**src/rtl/txs_pkg.sv**
```systemverilog
// Package txs_pkg
// Shared bit positions and widths for the transmit status block.
// Assumes a 16-bit status word; unused upper bits read as zero.
package txs_pkg;
    localparam int STAT_W    = 16;
    localparam int CTRL_W    = 3;
    localparam int FRM_BITS  = 6;

    // status word bit positions
    localparam int B_SUCC = 0;
    localparam int B_SCOL = 1;
    localparam int B_MCOL = 2;
    localparam int B_C16  = 3;
    localparam int B_LATE = 4;
    localparam int B_DEFR = 5;
    localparam int B_EXCD = 6;
    localparam int B_LOST = 7;
    localparam int B_UNRN = 8;
    localparam int B_ROLL = 9;
    localparam int B_LINK = 10;
    localparam int B_TXEN = 11;

    // control write data bit positions
    localparam int CW_TXEN = 0;
    localparam int CW_MON  = 1;
    localparam int CW_LIE  = 2;

    // Assemble a status word; frame bits occupy positions 0..FRM_BITS-1.
    function automatic logic [STAT_W-1:0] pack_status(
        input logic [FRM_BITS-1:0] frm,
        input logic exc, input logic lost, input logic unrn,
        input logic roll, input logic link, input logic txen);
        logic [STAT_W-1:0] w;
        w = '0;
        w[FRM_BITS-1:0] = frm;
        w[B_EXCD] = exc;
        w[B_LOST] = lost;
        w[B_UNRN] = unrn;
        w[B_ROLL] = roll;
        w[B_LINK] = link;
        w[B_TXEN] = txen;
        return w;
    endfunction
endpackage

```
**src/rtl/txs_enable_ctl.sv**
```systemverilog
// Module txs_enable_ctl
// Holds transmit enable, carrier-monitor enable, the underrun and
// lost-carrier error flags, and the in-frame tracker used to drain a
// frame after the enable is dropped.
// Assumes engine pulses are one cycle wide and frame start/done bracket
// each frame. Automatic clears beat a simultaneous host set.
module txs_enable_ctl (
    input  logic clk,
    input  logic rst_n,
    input  logic wr_en,
    input  logic wr_txen,
    input  logic wr_mon,
    input  logic underrun,
    input  logic no_carrier,
    input  logic frame_start,
    input  logic frame_done,
    output logic txen_q,
    output logic txen_nx,
    output logic unrn_q,
    output logic unrn_nx,
    output logic lost_q,
    output logic lost_nx,
    output logic active
);
    logic mon_q;
    logic inframe_q;
    logic carrier_err;
    logic auto_clr;
    logic host_set;

    // decode error causes and host set request
    always_comb begin
        carrier_err = no_carrier & mon_q;
        auto_clr    = underrun | carrier_err;
        host_set    = wr_en & wr_txen;
    end

    // next-state of enable and error flags
    always_comb begin
        if (auto_clr)   txen_nx = 1'b0;
        else if (wr_en) txen_nx = wr_txen;
        else            txen_nx = txen_q;

        if (underrun)      unrn_nx = 1'b1;
        else if (host_set) unrn_nx = 1'b0;
        else               unrn_nx = unrn_q;

        if (carrier_err)   lost_nx = 1'b1;
        else if (host_set) lost_nx = 1'b0;
        else               lost_nx = lost_q;
    end

    // register enable, flags, monitor enable and frame tracker
    always_ff @(posedge clk) begin
        if (!rst_n) begin
            txen_q    <= 1'b0;
            unrn_q    <= 1'b0;
            lost_q    <= 1'b0;
            mon_q     <= 1'b0;
            inframe_q <= 1'b0;
        end else begin
            txen_q    <= txen_nx;
            unrn_q    <= unrn_nx;
            lost_q    <= lost_nx;
            if (wr_en) mon_q <= wr_mon;
            inframe_q <= frame_start | (inframe_q & ~frame_done);
        end
    end

    // transmitter stays active while enabled or draining a frame
    always_comb active = txen_q | inframe_q;

    p_autoclr_r4: assert property (@(posedge clk) disable iff (!rst_n)
        underrun |=> (!txen_q && unrn_q));
    p_lostcar_r5: assert property (@(posedge clk) disable iff (!rst_n)
        (no_carrier && mon_q) |=> (!txen_q && lost_q));
    p_drain_r3: assert property (@(posedge clk) disable iff (!rst_n)
        (inframe_q && !frame_done) |=> active);
    p_hostset_r2: assert property (@(posedge clk) disable iff (!rst_n)
        (wr_en && wr_txen && !underrun && !(no_carrier && mon_q)) |=> txen_q);
endmodule

```
**src/rtl/txs_frame_stat.sv**
```systemverilog
// Module txs_frame_stat
// Keeps the per-frame event bits, the deferral byte-time counter with
// its excessive-deferral flag, and the counter-rollover flag.
// Assumes one tick per deferred byte time; the counter saturates just
// above the limit so its width stays small.
module txs_frame_stat #(
    parameter int FRM_BITS    = 6,
    parameter int DEFER_LIMIT = 3036
) (
    input  logic                clk,
    input  logic                rst_n,
    input  logic                frame_start,
    input  logic                frame_done,
    input  logic [FRM_BITS-1:0] ev,
    input  logic                defer_tick,
    input  logic                cnt_at_max,
    input  logic                cnt_rd,
    output logic [FRM_BITS-1:0] frm_q,
    output logic [FRM_BITS-1:0] frm_nx,
    output logic                exc_q,
    output logic                exc_raw,
    output logic                roll_q,
    output logic                roll_nx
);
    localparam int DSAT  = DEFER_LIMIT + 1;
    localparam int DCNTW = $clog2(DSAT + 1);
    localparam logic [DCNTW-1:0] DLIM_V = DCNTW'(DEFER_LIMIT);
    localparam logic [DCNTW-1:0] DSAT_V = DCNTW'(DSAT);

    logic [DCNTW-1:0] dcnt_q;
    logic [DCNTW-1:0] dcnt_nx;
    logic             exc_set;

    // one sticky bit per frame event, cleared at frame start
    for (genvar i = 0; i < FRM_BITS; i++) begin : g_frm
        always_comb frm_nx[i] = (frame_start ? 1'b0 : frm_q[i]) | ev[i];

        // hold the bit until the next frame start
        always_ff @(posedge clk) begin
            if (!rst_n) frm_q[i] <= 1'b0;
            else        frm_q[i] <= frm_nx[i];
        end
    end

    // deferral count, restarted per frame, saturating above the limit
    always_comb begin
        exc_set = defer_tick & ~frame_start & (dcnt_q == DLIM_V);
        if (frame_start)                       dcnt_nx = '0;
        else if (defer_tick && dcnt_q != DSAT_V) dcnt_nx = dcnt_q + 1'b1;
        else                                   dcnt_nx = dcnt_q;
        exc_raw = frame_start ? 1'b0 : (exc_q | exc_set);
        roll_nx = cnt_at_max | (roll_q & ~cnt_rd);
    end

    // register counter and flags; frame done clears excessive deferral
    always_ff @(posedge clk) begin
        if (!rst_n) begin
            dcnt_q <= '0;
            exc_q  <= 1'b0;
            roll_q <= 1'b0;
        end else begin
            dcnt_q <= dcnt_nx;
            exc_q  <= frame_done ? 1'b0 : exc_raw;
            roll_q <= roll_nx;
        end
    end

    p_roll_set_r7: assert property (@(posedge clk) disable iff (!rst_n)
        cnt_at_max |=> roll_q);
    p_exc_clr_r6: assert property (@(posedge clk) disable iff (!rst_n)
        frame_done |=> !exc_q);
    p_frm_clr_r8: assert property (@(posedge clk) disable iff (!rst_n)
        (frame_start && ev == '0) |=> (frm_q == '0));
endmodule

```
**src/rtl/txs_link_mon.sv**
```systemverilog
// Module txs_link_mon
// Samples the link-integrity level and raises a one-cycle interrupt on
// each change while the link-event enable is set.
// Assumes link_ok_in is already synchronous to clk.
module txs_link_mon (
    input  logic clk,
    input  logic rst_n,
    input  logic wr_en,
    input  logic wr_lie,
    input  logic link_in,
    output logic link_q,
    output logic irq_q
);
    logic lie_q;

    // sample link, hold enable, flag gated changes
    always_ff @(posedge clk) begin
        if (!rst_n) begin
            link_q <= 1'b0;
            lie_q  <= 1'b0;
            irq_q  <= 1'b0;
        end else begin
            link_q <= link_in;
            if (wr_en) lie_q <= wr_lie;
            irq_q  <= lie_q & (link_in ^ link_q);
        end
    end

    p_irq_gate_r9: assert property (@(posedge clk) disable iff (!rst_n)
        !lie_q |=> !irq_q);
    p_irq_edge_r9: assert property (@(posedge clk) disable iff (!rst_n)
        irq_q |-> (link_q != $past(link_q)));
endmodule

```
**src/rtl/eth_tx_stat_ctrl.sv**
```systemverilog
// Module eth_tx_stat_ctrl
// Top of the transmit status and enable block: assembles the live status
// word and the per-frame snapshot for packet-memory write-back.
// Assumes all inputs are synchronous and pulses last one cycle.
module eth_tx_stat_ctrl #(
    parameter int DEFER_LIMIT = 3036
) (
    input  logic        clk,
    input  logic        rst_n,
    input  logic        host_ctrl_we,
    input  logic [2:0]  host_ctrl_wdata,
    input  logic        host_cnt_rd,
    input  logic        eng_frame_start,
    input  logic        eng_frame_done,
    input  logic        eng_tx_ok,
    input  logic        eng_underrun,
    input  logic        eng_defer_tick,
    input  logic        eng_deferred,
    input  logic        eng_no_carrier,
    input  logic        eng_col_single,
    input  logic        eng_col_multi,
    input  logic        eng_col_16,
    input  logic        eng_col_late,
    input  logic        link_ok_in,
    input  logic        cnt_at_max,
    output logic        tx_enable,
    output logic        tx_active,
    output logic [15:0] status_word,
    output logic        wb_valid,
    output logic [15:0] wb_word,
    output logic        irq_link
);
    import txs_pkg::*;

    logic txen_q, txen_nx, unrn_q, unrn_nx, lost_q, lost_nx;
    logic [FRM_BITS-1:0] ev, frm_q, frm_nx;
    logic exc_q, exc_raw, roll_q, roll_nx, link_q;
    logic              wbv_q;
    logic [STAT_W-1:0] wbw_q;

    // gather engine events in status-bit order
    always_comb begin
        ev         = '0;
        ev[B_SUCC] = eng_tx_ok;
        ev[B_SCOL] = eng_col_single;
        ev[B_MCOL] = eng_col_multi;
        ev[B_C16]  = eng_col_16;
        ev[B_LATE] = eng_col_late;
        ev[B_DEFR] = eng_deferred;
    end

    txs_enable_ctl u_en (
        .clk(clk), .rst_n(rst_n),
        .wr_en(host_ctrl_we),
        .wr_txen(host_ctrl_wdata[CW_TXEN]),
        .wr_mon(host_ctrl_wdata[CW_MON]),
        .underrun(eng_underrun), .no_carrier(eng_no_carrier),
        .frame_start(eng_frame_start), .frame_done(eng_frame_done),
        .txen_q(txen_q), .txen_nx(txen_nx),
        .unrn_q(unrn_q), .unrn_nx(unrn_nx),
        .lost_q(lost_q), .lost_nx(lost_nx),
        .active(tx_active)
    );

    txs_frame_stat #(.FRM_BITS(FRM_BITS), .DEFER_LIMIT(DEFER_LIMIT)) u_fs (
        .clk(clk), .rst_n(rst_n),
        .frame_start(eng_frame_start), .frame_done(eng_frame_done),
        .ev(ev), .defer_tick(eng_defer_tick),
        .cnt_at_max(cnt_at_max), .cnt_rd(host_cnt_rd),
        .frm_q(frm_q), .frm_nx(frm_nx),
        .exc_q(exc_q), .exc_raw(exc_raw),
        .roll_q(roll_q), .roll_nx(roll_nx)
    );

    txs_link_mon u_lk (
        .clk(clk), .rst_n(rst_n),
        .wr_en(host_ctrl_we), .wr_lie(host_ctrl_wdata[CW_LIE]),
        .link_in(link_ok_in),
        .link_q(link_q), .irq_q(irq_link)
    );

    // capture the completed frame's status for write-back
    always_ff @(posedge clk) begin
        if (!rst_n) begin
            wbv_q <= 1'b0;
            wbw_q <= '0;
        end else begin
            wbv_q <= eng_frame_done;
            if (eng_frame_done)
                wbw_q <= pack_status(frm_nx, exc_raw, lost_nx, unrn_nx,
                                     roll_nx, link_ok_in, txen_nx);
        end
    end

    // drive outputs
    always_comb begin
        tx_enable   = txen_q;
        status_word = pack_status(frm_q, exc_q, lost_q, unrn_q,
                                  roll_q, link_q, txen_q);
        wb_valid    = wbv_q;
        wb_word     = wbw_q;
    end

    p_wb_strobe_r10: assert property (@(posedge clk) disable iff (!rst_n)
        wb_valid |-> $past(eng_frame_done));
    p_wb_txen_r10: assert property (@(posedge clk) disable iff (!rst_n)
        wb_valid |-> (wb_word[B_TXEN] == tx_enable));
endmodule

```
**config.mk**
```make
export PLATFORM = sky130hd
export DESIGN_NAME = eth_tx_stat_ctrl
export DESIGN_NICKNAME = d
export VERILOG_FILES = /design/src/rtl/txs_pkg.sv /design/src/rtl/txs_enable_ctl.sv /design/src/rtl/txs_frame_stat.sv /design/src/rtl/txs_link_mon.sv /design/src/rtl/eth_tx_stat_ctrl.sv
export SDC_FILE = /design/constraint.sdc
export NUM_CORES = 1
export LEC_CHECK = 0
export ABC_CLOCK_PERIOD_IN_PS = 1800
export BUFFER_PORTS_ARGS = -buffer_cell sky130_fd_sc_hd__buf_4
export CAP_MARGIN = 20
export CORE_AREA = 2 2 63 65
export DETAILED_ROUTE_END_ITERATION = 8
export DIE_AREA = 0 0 65 67
export PLACE_DENSITY = 0.76
export SLEW_MARGIN = 20
export SYNTH_ARGS = -nofsm -noshare
export SYNTH_HDL_FRONTEND = slang
export SYNTH_SLANG_ARGS = --single-unit
```
**constraint.sdc**
```tcl
create_clock -name clk -period 1.8 [get_ports clk]
set_clock_uncertainty 0.2 [all_clocks]
set_input_delay 0.36 -clock clk [delete_from_list [all_inputs] [get_ports clk]]
set_output_delay 0.36 -clock clk [all_outputs]
set_load 0.02 [all_outputs]
```
==> impl_metrics.toml <==
[run_status]
status = "complete, no violations"

[timing]
whs_ns = 0.1157
hold_viol_final = 0
slew_violations = 0
finalSetupTns_ns = 0
rsz0062_at_grt = "false"
finalCritPeriodShare_pct = 92.47
max_freq_mhz = 600.8
min_period_ns = 1.664
finalSetupViolations = 0

[floorplan]
core_area_sq_mm = 0.003606
die_h_um = 67
io-pin-count = 56
core.rowCount = 22
start_util_pct = 48.30
die-area_sq_mm = 0.004355
dieWidth_um = 65

[routing]
finalWirelength_mm = 3.455
drc_errors = 0
first_pass_iters = 4
wl_per_cell_um = 12.25
drt_iter0_drc = 55
routed_via_density = 4.968
postRouteAntennaNets = 0
vias = 1401

[cells_and_area]
layout-drive-gt1-share_pct = 28.21
diodes = 0
fillers = 348
syn_to_final_growth_pct = 26.01
fin_area_sq_mm = 0.002195
final_core_util_pct = 60.86
nets = 257

[placement]
placed_cell_area_sq_mm = 0.002090
globalplace.congestion = 0.8193
io_buffer_count = 47
dp_hpwl_mm = 2.547

[synth]
synth.distinct_cells = 36
ys.warnings.count = 0
synth_flop_cell = "dfxtp_1"
netlist_instances = 189
yosysTopAreaCell = "dfxtp_1"
ys_seq_area_share_pct = 47.13
synth_edf_count = 0
yosys_register_bits = 41
synth_area_leaders = "dfxtp_1 47%, buf_4 6.0%, o211a_1 5.2%"
avgSynthCellArea_sq_um = 9.215
netlist_area_sq_mm = 0.001742
synth.top_cell.area_share_pct = 47.13
async_flop_share_pct = 0

[worst_setup_path]
reg2reg_depth = 4
cp-end-kind = "flop"
cp-start-kind = "flop"
worstPathArrival_ns = 1.67
critPathMaxFanout = 7
worstSetupPathType = "flop to flop"
cpPeakStageDelay_ns = 0.48
cpMaxStageDelayCell = "or4_1"
worst-path-buf-inv = 0
path_cells = "and4_4 -> nand3_2 -> or4_1 -> o21ai_0"
path_delay_family = "simple AND/OR/NAND/NOR gates"
cp.required_ns = 1.81
cp.depth = 4

[global_routing]
met2_usage_pct = 29.12
grtUsageMet1_pct = 19.50
grt_start_max_net_pins = 29
grtUsageTotal_pct = 16.76
busiest_layer = "met2"
antenna_found_initial = 0
grt_overflow = 0
grt_util_met3_pct = 4.730
grt_pass1_vias = 1264
grt_pass1_wl_mm = 5.575

[power]
combPwrFrac_pct = 12.7
p_int_uw = 1460
p_switching_uw = 446.4
p_per_area_mw_per_mm2 = 868.5
switching_share_pct = 23.42
pwr-share-clk_pct = 36.6
p_leak_uw = 0.001024
p_seq_share_pct = 50.7
peakVddDrop_v = 0.0005638

[clock_network]
cts_tree = "done"
post_cts_buffers = 0
cts_buffers = 5
clk_pin_slew_ns = 0.08
root_buffer = "clkbuf_8"
cts_hold_buf = 0
clock_latency_ns = 0.28
clock_path_buffers = 2
clkSinkCount = 41
cts-htree-levels = 2

[job]
max-cap-violations = 0

[hold_path]
hp-class = "input port to flop"
min_path_cells = 3
==> registers in the layout, summed over array words and instances (netlist names) <==
name and count:
u_fs.frm_q 6, wb_valid 1, u_lk.irq_q 1, u_en.unrn_q 1, u_en.inframe_q 1, u_en.lost_q 1
u_fs.dcnt_q 12, u_fs.exc_q 1, wb_word 12, u_lk.link_q 1, u_fs.roll_q 1, u_en.txen_q 1
u_en.mon_q 1, u_lk.lie_q 1
==> placed cells by master (no fill, tap or decap), types with 2 or more instances in the layout <==
cell      count
nand4_1       3
inv_1         4
conb_1        8
mux2i_1       5
xor2_1        5
nand3_1       6
clkbuf_8      5
or3_1         3
nand2_1      19
nand2b_1      3
or4_1         2
ha_1          3
a21oi_1      13
nor2b_1      14
nor2_1        8
dfxtp_1      40
buf_4        53
o211a_1       9
o21ai_0       6
and2_1        5
and3_1        3
==> final timing paths <==
check / end / slack, ns / from
worst min-delay path: u_fs.roll_q$_SDFF_PN0_ / 0.12 / cnt_at_max
worst max register to register: u_fs.dcnt_q[11]$_SDFFE_PP0P_ / 0.14 / u_fs.dcnt_q[3]$_SDFFE_PP0P_
worst max-delay path: u_fs.dcnt_q[11]$_SDFFE_PP0P_ / 0.14 / u_fs.dcnt_q[3]$_SDFFE_PP0P_
worst min register to register: wb_word[6]$_SDFFE_PN0P_ / 0.27 / wb_word[6]$_SDFFE_PN0P_
==> metrics by stage <==
stage	instances	power, uW	setup slack, ns
2_1_floorplan	196	1142	0.2476
3_3_place_gp	275	1228	0.1556
3_5_place_dp	275	1232	0.1221
4_1_cts	282	1930	0.1080
5_1_grt	282	2000	0.04289
6_report	282	1906	0.1356
==> worst register-to-register path: stages (launching register included) <==
cell	delay, ns
dfxtp_1	0.44
and4_4	0.29
nand3_2	0.10
or4_1	0.49
o21ai_0	0.09
==> final cells by class <==
cell class	instances	area, sq um	area share [%]
Sequential cell	41	822.0	37.46
Tap cell	48	60.06	2.737
Clock buffer	5	68.82	3.136
Multi-Input combinational cell	128	792.0	36.09
Clock inverter	2	35.03	1.596
Inverter	5	18.77	0.8552
Timing Repair Buffer	53	397.9	18.13
==> cell families after synthesis <==
family	Yosys count	share of synthesized area, %
AO/OA/AOI/OAI	33	12.79
XOR/XNOR	5	2.514
adder cells (fa/ha/maj)	3	2.155
buffers and inverters	27	8.908
flip-flops	41	47.13
multiplexers	5	2.874
other	1	0.2153
AND/OR/NAND/NOR	74	23.42
==> what timing repair did <==
action / 4_1_cts / 5_1_grt
gates resized for setup: 0 / 1
hold endpoints to repair: 0 / 0
setup endpoints to repair: 0 / 1
==> per-layer routing <==
layer	routed length [um]	part of all wire, %	vias to the layer above
met3	178	5.2	5
li1	-	-	707
met2	1736	50	38
met5	0	0	-
met1	1491	43	651
met4	48	1.4	0
==> synthesized netlist by cell type, types with 2 or more instances <==
cell,n
o21ai_0,6
nand3_1,6
clkbuf_1,7
nand2_1,19
inv_1,4
a21oi_1,13
nor2_1,8
xor2_1,5
o211a_1,9
dfxtp_1,41
nand2b_1,3
or4_1,2
buf_4,14
and2_1,5
nor2b_1,14
ha_1,3
mux2i_1,5
and3_1,3
nand4_1,3
or3_1,3
==> power groups by stage <==
| stage | Clock [uW] | Combinational, uW | Sequential [uW] |
|---|---|---|---|
| after floorplan | 0 | 123 | 1020 |
| after global placement | 0 | 241 | 987 |
| after detailed placement | 0 | 244 | 988 |
| after CTS | 718 | 245 | 967 |
| after global routing | 764 | 264 | 972 |
| final | 697 | 242 | 967 |
Power figures use the tool's default switching activity.
